`src/rtl/mdio_mgmt_pkg.sv`:
```
package mdio_mgmt_pkg;

    localparam int FRAME_LEN  = 64;
    localparam int IDX_W      = $clog2(FRAME_LEN);
    localparam int DATA_W     = 16;
    localparam int TA_POS     = 46;
    localparam int DATA_POS   = 48;
    localparam int HALF_W     = 6;

    typedef struct packed {
        logic [4:0] phy;
        logic [4:0] regad;
        logic       rsvd;
        logic [2:0] range;
        logic       wr;
        logic       busy;
    } cfg_t;

    function automatic logic [HALF_W-1:0] half_period(input logic [2:0] code);
        case (code)
            3'b000:  return HALF_W'(21);
            3'b001:  return HALF_W'(31);
            3'b010:  return HALF_W'(8);
            3'b011:  return HALF_W'(13);
            default: return HALF_W'(31);
        endcase
    endfunction

    function automatic logic [FRAME_LEN-1:0] build_frame(input cfg_t c,
                                                         input logic [DATA_W-1:0] d);
        logic [1:0] op;
        logic [1:0] ta;
        op = c.wr ? 2'b01 : 2'b10;
        ta = c.wr ? 2'b10 : 2'b00;
        return {32'hFFFF_FFFF, 2'b01, op, c.phy, c.regad, ta, d};
    endfunction

endpackage

```
`src/rtl/mdio_mdc_gen.sv`:
```
module mdio_mdc_gen #(
    parameter int CNT_W = 6
) (
    input  logic             clk,
    input  logic             rst,
    input  logic             run,
    input  logic [CNT_W-1:0] half,
    output logic             mdc,
    output logic             rise,
    output logic             fall
);
    logic [CNT_W-1:0] cnt;
    logic             term;

    assign term = run && (cnt == half - 1'b1);
    assign rise = term && !mdc;
    assign fall = term && mdc;

    always_ff @(posedge clk) begin
        if (rst || !run) begin
            cnt <= '0;
            mdc <= 1'b0;
        end else if (term) begin
            cnt <= '0;
            mdc <= ~mdc;
        end else begin
            cnt <= cnt + 1'b1;
        end
    end
endmodule

```
`src/rtl/mdio_frame_eng.sv`:
```
module mdio_frame_eng
    import mdio_mgmt_pkg::*;
(
    input  logic                 clk,
    input  logic                 rst,
    input  logic                 run,
    input  logic [FRAME_LEN-1:0] frame,
    input  logic                 is_wr,
    input  logic                 rise,
    input  logic                 fall,
    input  logic                 mdio_i,
    output logic                 mdio_o,
    output logic                 mdio_oe,
    output logic                 done,
    output logic [DATA_W-1:0]    rdata
);
    localparam logic [IDX_W-1:0] LAST_IDX = IDX_W'(FRAME_LEN - 1);

    logic [IDX_W-1:0]  idx;
    logic              last;
    logic [DATA_W-1:0] shreg;

    always_ff @(posedge clk) begin
        if (rst || !run) begin
            idx  <= '0;
            last <= 1'b0;
        end else if (rise) begin
            if (idx == LAST_IDX) last <= 1'b1;
            else                 idx  <= idx + 1'b1;
        end
    end

    always_ff @(posedge clk) begin
        if (rst) begin
            shreg <= '0;
        end else if (run && rise && !is_wr && !last && idx >= IDX_W'(DATA_POS)) begin
            shreg <= {shreg[DATA_W-2:0], mdio_i};
        end
    end

    assign mdio_o  = run && frame[LAST_IDX - idx];
    assign mdio_oe = run && (is_wr || idx < IDX_W'(TA_POS));
    assign done    = run && last && fall;
    assign rdata   = shreg;
endmodule

```
`src/rtl/mdio_mgmt.sv`:
```
module mdio_mgmt
    import mdio_mgmt_pkg::*;
(
    input  logic        clk,
    input  logic        rst,
    input  logic        cfg_we,
    input  logic [15:0] cfg_wdata,
    output logic [15:0] cfg_rdata,
    input  logic        dat_we,
    input  logic [15:0] dat_wdata,
    output logic [15:0] dat_rdata,
    output logic        mdc,
    output logic        mdio_o,
    output logic        mdio_oe,
    input  logic        mdio_i
);
    cfg_t                 cfg;
    cfg_t                 cfg_in;
    logic [DATA_W-1:0]    dat;
    logic [DATA_W-1:0]    rd_cap;
    logic [FRAME_LEN-1:0] frame;
    logic                 rise, fall, done;

    assign cfg_in = cfg_t'(cfg_wdata);
    assign frame  = build_frame(cfg, dat);

    always_ff @(posedge clk) begin
        if (rst) begin
            cfg <= '0;
            dat <= '0;
        end else if (cfg.busy) begin
            if (done) begin
                cfg.busy <= 1'b0;
                if (!cfg.wr) dat <= rd_cap;
            end
        end else begin
            if (cfg_we) begin
                cfg      <= cfg_in;
                cfg.rsvd <= 1'b0;
            end
            if (dat_we) dat <= dat_wdata;
        end
    end

    mdio_mdc_gen #(.CNT_W(HALF_W)) u_mdc (
        .clk  (clk),
        .rst  (rst),
        .run  (cfg.busy),
        .half (half_period(cfg.range)),
        .mdc  (mdc),
        .rise (rise),
        .fall (fall)
    );

    mdio_frame_eng u_eng (
        .clk     (clk),
        .rst     (rst),
        .run     (cfg.busy),
        .frame   (frame),
        .is_wr   (cfg.wr),
        .rise    (rise),
        .fall    (fall),
        .mdio_i  (mdio_i),
        .mdio_o  (mdio_o),
        .mdio_oe (mdio_oe),
        .done    (done),
        .rdata   (rd_cap)
    );

    assign cfg_rdata = cfg;
    assign dat_rdata = dat;
endmodule

```
`config.mk`:
```
export PLATFORM = sky130hd
export DESIGN_NAME = mdio_mgmt
export DESIGN_NICKNAME = d
export VERILOG_FILES = /design/src/rtl/mdio_mgmt_pkg.sv /design/src/rtl/mdio_mdc_gen.sv /design/src/rtl/mdio_frame_eng.sv /design/src/rtl/mdio_mgmt.sv
export SDC_FILE = /design/constraint.sdc
export NUM_CORES = 1
export LEC_CHECK = 0
export ABC_AREA = 0
export BUFFER_PORTS_ARGS = -buffer_cell sky130_fd_sc_hd__buf_2
export CAP_MARGIN = 20
export CORE_MARGIN = 5
export CORE_UTILIZATION = 45
export DETAILED_ROUTE_END_ITERATION = 16
export PLACE_DENSITY = 0.76
export SYNTH_ARGS = -nofsm -noshare
export SYNTH_HDL_FRONTEND = slang
export SYNTH_SLANG_ARGS = --single-unit
```
`constraint.sdc`:
```
create_clock -name clk -period 3.4 [get_ports clk]
set_clock_uncertainty 0.2 [all_clocks]
set_input_delay 0.68 -clock clk [delete_from_list [all_inputs] [get_ports clk]]
set_output_delay 0.68 -clock clk [all_outputs]
set_load 0.01 [all_outputs]
```
# ---- After elaboration in Yosys (flattened, before gate mapping)
# Index checks and enable logic that the tools add are counted.
# Widths: inputs -> output; s select.
dict set report totals {
  reg_bits 61
}
dict set report classes {
  addsub 4
  n_lt_le_gt_ge 3
  eq_ne 6
  mux 12
  n_bitwise 3
  reduce_logical 24
}
# operator count
set ops {}
lappend ops {{$mux 16} 4}
lappend ops {{$pmux 5 s3} 1}
lappend ops {{$add 6x1->6 const B} 2}
lappend ops {{$logic_and 1x1->1} 11}
lappend ops {{$lt 6x7->1 const B} 1}
lappend ops {{$bmux 1 s6} 1}
lappend ops {{$eq 3x2->1 const B} 2}
lappend ops {{$eq 6x6->1} 1}
lappend ops {{$eq 6x6->1 const B} 1}
lappend ops {{$ge 6x6->1 const B} 1}
lappend ops {{$lt 6x6->1 const B} 1}
lappend ops {{$reduce_and 2->1} 3}
lappend ops {{$sub 5x1->6 const B} 1}
lappend ops {{$sub 6x6->6 const A} 1}
lappend ops {{$logic_not 1->1} 4}
lappend ops {{$mux 1} 4}
lappend ops {{$mux 2} 2}
lappend ops {{$logic_not 3->1} 1}
lappend ops {{$not 1->1} 3}
lappend ops {{$reduce_and 3->1} 1}
lappend ops {{$logic_or 1x1->1} 2}
lappend ops {{$ne 2x1->1 const B} 1}
lappend ops {{$ne 2x2->1 const B} 1}
lappend ops {{$reduce_bool 2->1} 1}
lappend ops {{$reduce_or 2->1} 1}

# ---- Logic depth before layout (Yosys ltp)
# Gate-level depths: netlist (run 1).
dict set report logic_depth {
  word_depth 10
  mapped_depth 8
  ltp_nobuf 7
}

# ---- Hierarchy
# Synthesis (run 1) repeated with hierarchy kept, for this count alone.
dict set report unflattened {
  cells_unflattened 424
  area_unflattened_um2 3706.1
}
# module n_inst cells_each area_per_inst_um2 seq_area_each_um2
set by_module_without_submodules {}
lappend by_module_without_submodules {mdio_mgmt 1 212 1714.1 620.6}
lappend by_module_without_submodules {mdio_frame_eng 1 160 1531.5 460.4}
lappend by_module_without_submodules {mdio_mdc_gen 1 52 460.4 140.1}

# ---- Least setup slack after synthesis (run 1)
# Ideal clock, no wire load.
dict set report synth_timing {
  kind {reg-to-output}
  from {register u_eng.idx[0]}
  to {output port mdio_o}
  arrival_ns 1.665
  slack_ns 0.855
  stages_incl_launch_ff 9
  n_path_buf 1
  path_cell_list {dfxtp_1 clkbuf_1 inv_1 ha_1 nor2_1 a32oi_1 o21ai_0 a21boi_0 o211a_1}
}
dict set report synth_between {
  elab_chain_len 4
}
# element line
set synth_rtl {}
lappend synth_rtl {{start: declaration} mdio_frame_eng.sv:19} ;# logic [IDX_W-1:0] idx;
lappend synth_rtl {{start signal: assignment} mdio_frame_eng.sv:29} ;# else idx <= idx + 1'b1;
lappend synth_rtl {{$sub 6x6->6} mdio_frame_eng.sv:41} ;# assign mdio_o = run && frame[LAST_IDX - idx];
lappend synth_rtl {{$bmux 1 s6} mdio_frame_eng.sv:41}
lappend synth_rtl {{$mux 1 (implied by the code)} mdio_frame_eng.sv:41}
lappend synth_rtl {{$logic_and 1x1->1} mdio_frame_eng.sv:41}
lappend synth_rtl {{end: declaration} mdio_mgmt.sv:13} ;# output logic mdio_o,
# Every way passes these cells. The select of a mux whose other input is x is not followed.

# ---- Worst setup path in the final report (run 1)
dict set report layout_timing {
  from {register u_eng.idx[1]}
  to {output port mdio_o}
}
# The elaborated chain is that of the path after synthesis.

==> results.json, run 1 <==
{
  "synth_cell_types": 50,
  "fin_crit_sh": 0.920,
  "synth_top_area_frac": 0.416,
  "via_per_inst": 5.39,
  "drt.antenna.violating_nets": 0,
  "first_iter_violations": 202,
  "coreArea_um2": 6350,
  "vias": 2488,
  "drt_pass1_iterations": 4,
  "tns_ns": 0,
  "holdPathEnd": "cfg_rdata[13]",
  "cts_sinks": 61,
  "cts_buffers": 9,
  "grt_pass1_vias": 2387,
  "start_util": 0.462,
  "root_buffer": "clkbuf_8",
  "grt_pass1_wl_um": 11200,
  "start_kind": "flip-flop",
  "regToRegStartpoint": "cfg_rdata[0]",
  "hold_class": "reg -> reg",
  "synthesis.area_um2": 2930,
  "synth_most_common_cell": "dfxtp_1",
  "crit_required_ns": 2.52,
  "hold_violations": 0,
  "ir_drop_v": 0.000364,
  "timing.final.crit_period_ns": 3.13,
  "path_class": "reg -> out",
  "track_usage": 0.166,
  "p_leak_nw": 1.36,
  "rr_worst_depth": 5,
  "regArea_um2": 1220,
  "rsz0062_at_grt": "no",
  "synth_top_cell_by_area": "dfxtp_1",
  "cts_resized": 0,
  "path_clk_slew_ns": 0.06,
  "multi_input_area_um2": 1550,
  "cts_setup_buffers": 0,
  "yosys_register_bits": 61,
  "flow.area_growth_from_synthesis_pct": 19.2,
  "setup_viol": 0,
  "fmax_mhz": 320,
  "fp-row-count": 29,
  "ys_top_cells_by_count": "61 x dfxtp_1, 44 x nor2_1, 38 x nand2_1",
  "synth_cells": 321,
  "htree_levels": 3,
  "die_area_um2": 8230,
  "worstPathMaxFanout": 14,
  "fillCellCount": 581,
  "hpwl_um": 4890,
  "p_per_area_nw_per_um2": 477,
  "postCtsHoldBufs": 0,
  "wirelength_um": 6720,
  "syn_nets": 361,
  "fp.dieH_um": 90.7,
  "final_cells": 462,
  "io_pins": 72,
  "max_cap_violations": 0,
  "antenna_cells": 0,
  "overflow": 0,
  "synth-edff-count": 0,
  "status": "complete, no violations",
  "clk_latency_ns": 0.34,
  "dp_cells": 446,
  "worst_slew_pin_slew_ns": 0.934,
  "grt_max_degree": 39,
  "slew_headroom": 0.376,
  "crit_path_end_kind": "output pin",
  "cts_tree": "yes",
  "clockBufferDepth": 2,
  "drc": 0,
  "nets": 420,
  "wl_per_cell_um": 14.5,
  "r2r_slack_ns": 0.91,
  "io_buffers": 69,
  "fp.dieW_um": 90.7,
  "holdPathStages": 2,
  "drive_above_1_share": 0.265,
  "synth.area.top_cells": "dfxtp_1 42%, mux2i_1 6.1%, o221a_1 6.1%, nor2_1 5.6%, nand2_1 4.9%",
  "min_from": "cfg_rdata[13]",
  "drv_slew": 0,
  "ys.flop_type": "dfxtp_1",
  "gp_congestion": 0.866,
  "antenna_found_initial": 0,
  "r2r_end": "u_eng.idx[3]",
  "cp.arrival_ns": 2.25,
  "yosysWarnings": 0,
  "syn_area_per_cell_um2": 9.14,
  "yosysSeqAreaShare": 0.416,
  "synth-async-reset-ratio": 0
}
power breakdown:
part | total, W | internal (W) | leakage [nW] | switching, W
logic | 0.000174 | 0.0000799 | 0.750 | 0.0000942
clock network | 0.000722 | 0.000450 | 0.116 | 0.000271
registers | 0.000772 | 0.000743 | 0.498 | 0.0000297
total | 0.00167 | 0.00127 | 1.36 | 0.000395
metrics by stage:
stage	util	worst slack (ns)	area [µm²]	total power, W	hold slack [ns]
after global placement	0.515	0.508	3270	0.000959	0.264
after detailed placement	0.515	0.493	3270	0.000962	0.265
after CTS	0.550	0.0959	3490	0.00168	0.274
after global routing	0.551	0.116	3500	0.00173	0.294
after floorplan	-	0.855	2930	0.000895	0.240
final	0.551	0.273	3500	0.00167	0.271
cells by family after synthesis:
| group | synth area share |
|---|---|
| and+or+nand+nor | 0.215 |
| adders and majority gates | 0.0128 |
| muxes | 0.0998 |
| other | 0.00128 |
| xor gates and xnor gates | 0.0149 |
| AOI/OAI and AO/OA | 0.185 |
| buffers and inverters | 0.0550 |
| DFF | 0.416 |
flip-flops by register name (all words and copies together) (netlist names):
signal	flops
dat_rdata	16
u_eng.rdata	16
cfg_rdata	15
u_eng.idx	6
u_mdc.cnt	6
u_eng.last	1
u_mdc.mdc	1
layout by cell type (no fill, tap or decap), drive strengths merged, types with 3 or more instances in the layout:
cell type,instances
a31oi,3
o221a,16
o31ai,4
inv,9
or4,4
a21oi,21
mux2i,18
ha,3
o21ai,7
nand2b,20
nand2,39
mux4,5
xnor2,4
nor4,3
nor2b,3
buf,72
clkbuf,12
nand3,4
dfxtp,61
nor2,44
worst max path at each step:
stage,start,to,slack [ns]
2_1_floorplan,u_eng.idx[0],mdio_o,0.85
3_3_place_gp,u_eng.idx[0],mdio_o,0.51
3_5_place_dp,u_eng.idx[0],mdio_o,0.49
4_1_cts,u_eng.idx[0],mdio_o,0.1
5_1_grt,u_eng.idx[1],mdio_o,0.12
6_report,u_eng.idx[1],mdio_o,0.27
critical path: stages, from the launching register on:
cell and delay [ns]:
dfxtp_1 0.69, mux4_2 0.38, nor2b_1 0.14, a211oi_1 0.22
a31oi_1 0.08, o211a_1 0.26, buf_2 0.14
area by class of cell:
type | count | area share
inverter | 9 | 0.00966
clock inverter | 4 | 0.0200
tap | 77 | 0.0276
multi-input combinational | 227 | 0.443
clock buffer | 12 | 0.0444
timing repair buffer | 72 | 0.105
sequential | 61 | 0.350
metal layers:
metal  share of wire  vias to the layer above  global-route usage
met5               0                        -                   0
met4          0.0083                        0              0.0484
met3           0.082                        8              0.0625
met2            0.46                       80               0.251
met1            0.45                     1142               0.219
li1                -                     1258                   -
Power figures use the tool's default switching activity.
==> inputs of run 2 (changes only) <==
- PLACE_DENSITY: 0.76 -> 0.74
- SYNTH_HIERARCHICAL: not set -> 1
==> run 2 against run 1 <==
Compared with the run above:
- die area rose by 23%
- maximum frequency decreased by 2.2%
- largest cell class unchanged
- total power decreased by 2.4%
- register-to-register slack got worse by 0.71 ns
==> results.json, run 2 <==
{
  "max_cap_violations": 0,
  "worst_slew_pin_slew_ns": 0.628,
  "drive_above_1_share": 0.251,
  "io_buffers": 69,
  "regToRegStartpoint": "cfg_rdata[3]",
  "slew_headroom": 0.581,
  "overflow": 0,
  "grt_pass1_vias": 2960,
  "crit_top_cell": "nand2_1",
  "holdPathStages": 2,
  "fp.dieW_um": 101,
  "grt_max_degree": 44,
  "cp_slowest_cell": "or4_1",
  "cts_tree": "yes",
  "yosysSeqAreaShare": 0.330,
  "cpPeakStageDelay_ns": 0.58,
  "fp.dieH_um": 101,
  "hpwl_um": 6130,
  "status": "complete, no violations",
  "synthesis.area_um2": 3710,
  "path_clk_slew_ns": 0.07,
  "cts_setup_buffers": 0,
  "setup_viol": 0,
  "ys_top_cells_by_count": "100 x nand2_1, 61 x dfxtp_1, 35 x buf_4",
  "syn_area_per_cell_um2": 8.74,
  "ys.flop_type": "dfxtp_1",
  "root_buffer": "clkbuf_8",
  "clk_latency_ns": 0.34,
  "min_from": "cfg_rdata[7]",
  "synth.area.top_cells": "dfxtp_1 33%, nand2_1 10%, buf_4 7.1%, mux4_1 5.0%, mux4_2 4.9%",
  "first_iter_violations": 186,
  "cp_num_buf_inv": 2,
  "hold_violations": 0,
  "die_area_um2": 10200,
  "nets": 533,
  "vias": 3073,
  "cts_sinks": 61,
  "cts_buffers": 9,
  "yosysWarnings": 6,
  "fmax_mhz": 313,
  "p_leak_nw": 1.65,
  "drc": 0,
  "worstPathMaxFanout": 16,
  "crit_path_end_kind": "flip-flop",
  "power_w": 0.00163,
  "fp-row-count": 33,
  "crit_chain": "inv_1 > or3_1 > or4_1 > nor2_4 > xnor2_1 > nand2_1 > nor2_1 > and3_1 > nor2b_1 > buf_6 > nand2_1 > a311oi_2",
  "path_class": "reg -> reg",
  "drv_slew": 0,
  "final_cell_mix": "100 x nand2_1, 69 x buf_2, 61 x dfxtp_1",
  "crit_required_ns": 3.45,
  "yosys_register_bits": 61,
  "synth_top_cell_by_area": "dfxtp_1",
  "drt_pass1_iterations": 4,
  "clockBufferDepth": 2,
  "synth-async-reset-ratio": 0,
  "synth_top_area_frac": 0.330,
  "io_pins": 72,
  "gp_congestion": 0.910,
  "wirelength_um": 8630,
  "hold_class": "reg -> reg",
  "synth-edff-count": 0,
  "start_util": 0.456,
  "rr_worst_depth": 12,
  "via_per_inst": 5.10,
  "p_per_area_nw_per_um2": 387,
  "utilization": 0.517,
  "cp.arrival_ns": 3.25,
  "drt.antenna.violating_nets": 0,
  "grt_pass1_wl_um": 14000,
  "r2r_slack_ns": 0.20,
  "antenna_cells": 0,
  "htree_levels": 3,
  "flow.area_growth_from_synthesis_pct": 13.4,
  "synth_cell_types": 52,
  "timing.final.crit_period_ns": 3.20,
  "antenna_found_initial": 0,
  "wl_per_cell_um": 14.3,
  "synth_cells": 424,
  "ir_drop_v": 0.000165,
  "coreArea_um2": 8130,
  "fin_crit_sh": 0.941,
  "final_common_cell": "nand2_1",
  "fillCellCount": 744,
  "holdPathEnd": "cfg_rdata[7]",
  "r2r_end": "dat_rdata[14]",
  "synth_most_common_cell": "nand2_1",
  "critPathTopFamily": "simple AND/OR/NAND/NOR gates",
  "start_kind": "flip-flop",
  "track_usage": 0.172
}
run 2: changes by cell type in the layout (fill, tap and decap cells not counted), moves of 13 or more:
cell / before / now
nor2b_1: 3 / 20
nand2b_1: 20 / 3
a211oi_1: 2 / 16
a21oi_1: 21 / 34
conb_1: 1 / 37
nor2_1: 44 / 18
nand2_1: 38 / 100
o221a_1: 16 / 0
run 2: cell families (layout without fill, tap and decap cells):
family          count (synthesis)  after routing  share of synthesized area
flops                          61             61                      0.330
simple gates                  169            169                      0.206
mux                            23             23                      0.120
buf+inv                        66            105                      0.122
fa+ha+maj                       3              3                     0.0101
xor+xnor                       19             19                     0.0469
other cells                     2             37                    0.00203
compound gates                 81             81                      0.163
run 2: tightest hold or removal path: cells and delay by family, from the launching register on:
kind | cells | cell delay, ns
AOI/OAI and AO/OA | 1 | 0.05
DFF | 1 | 0.32
and+or+nand+nor | 1 | 0.05
run 2: power breakdown:
| group | internal (W) | switching, W |
|---|---|---|
| logic | 0.000102 | 0.000123 |
| registers | 0.000743 | 0.0000318 |
| clock network | 0.000337 | 0.000290 |
run 2: how the worst max path moves through the flow:
stage | startpoint | end | slack (ns) | depth (start not counted)
after floorplan | cfg_rdata[3] | u_eng/rdata[0] | 0.27 | 13
after global placement | cfg_rdata[3] | dat_rdata[10] | 0.31 | 11
after detailed placement | cfg_rdata[3] | dat_rdata[14] | 0.14 | 13
after CTS | cfg_rdata[3] | dat_rdata[14] | 0.11 | 14
after global routing | cfg_rdata[3] | dat_rdata[14] | -0.003 | 14
final | cfg_rdata[3] | dat_rdata[14] | 0.20 | 12
run 2: final cells by class:
type / instances / area, µm² / share of cell area
timing repair buffer: 80 / 432 / 0.103
tap: 105 / 131 / 0.0313
sequential: 61 / 1220 / 0.291
clock inverter: 6 / 63.8 / 0.0152
clock buffer: 10 / 128 / 0.0304
inverter: 9 / 33.8 / 0.00804
multi-input combinational: 332 / 2190 / 0.522
run 2: layer usage:
layer / vias to the layer above / part of all wire / global-route usage
met3: 15 / 0.031 / 0.0256
met5: - / 0 / 0
li1: 1554 / - / -
met4: 0 / 0.023 / 0.0829
met1: 1457 / 0.43 / 0.218
met2: 47 / 0.51 / 0.286
run 2: repair_timing:
item                       4_1_cts  5_1_grt
hold buffers                     0        0
gates resized for setup          0        7
setup endpoints to repair        0       32
run 2: metrics by stage:
stage	setup TNS [ns]	setup slack, ns	area [µm²]	hold slack (ns)	instances
finish	0	0.202	4200	0.264	603
global route	-0.00333	-0.00333	4200	0.296	603
CTS	0	0.115	4170	0.264	603
detailed placement	0	0.137	3980	0.254	587
global placement	0	0.309	3980	0.247	587
floorplan	0	0.271	3840	0.237	459
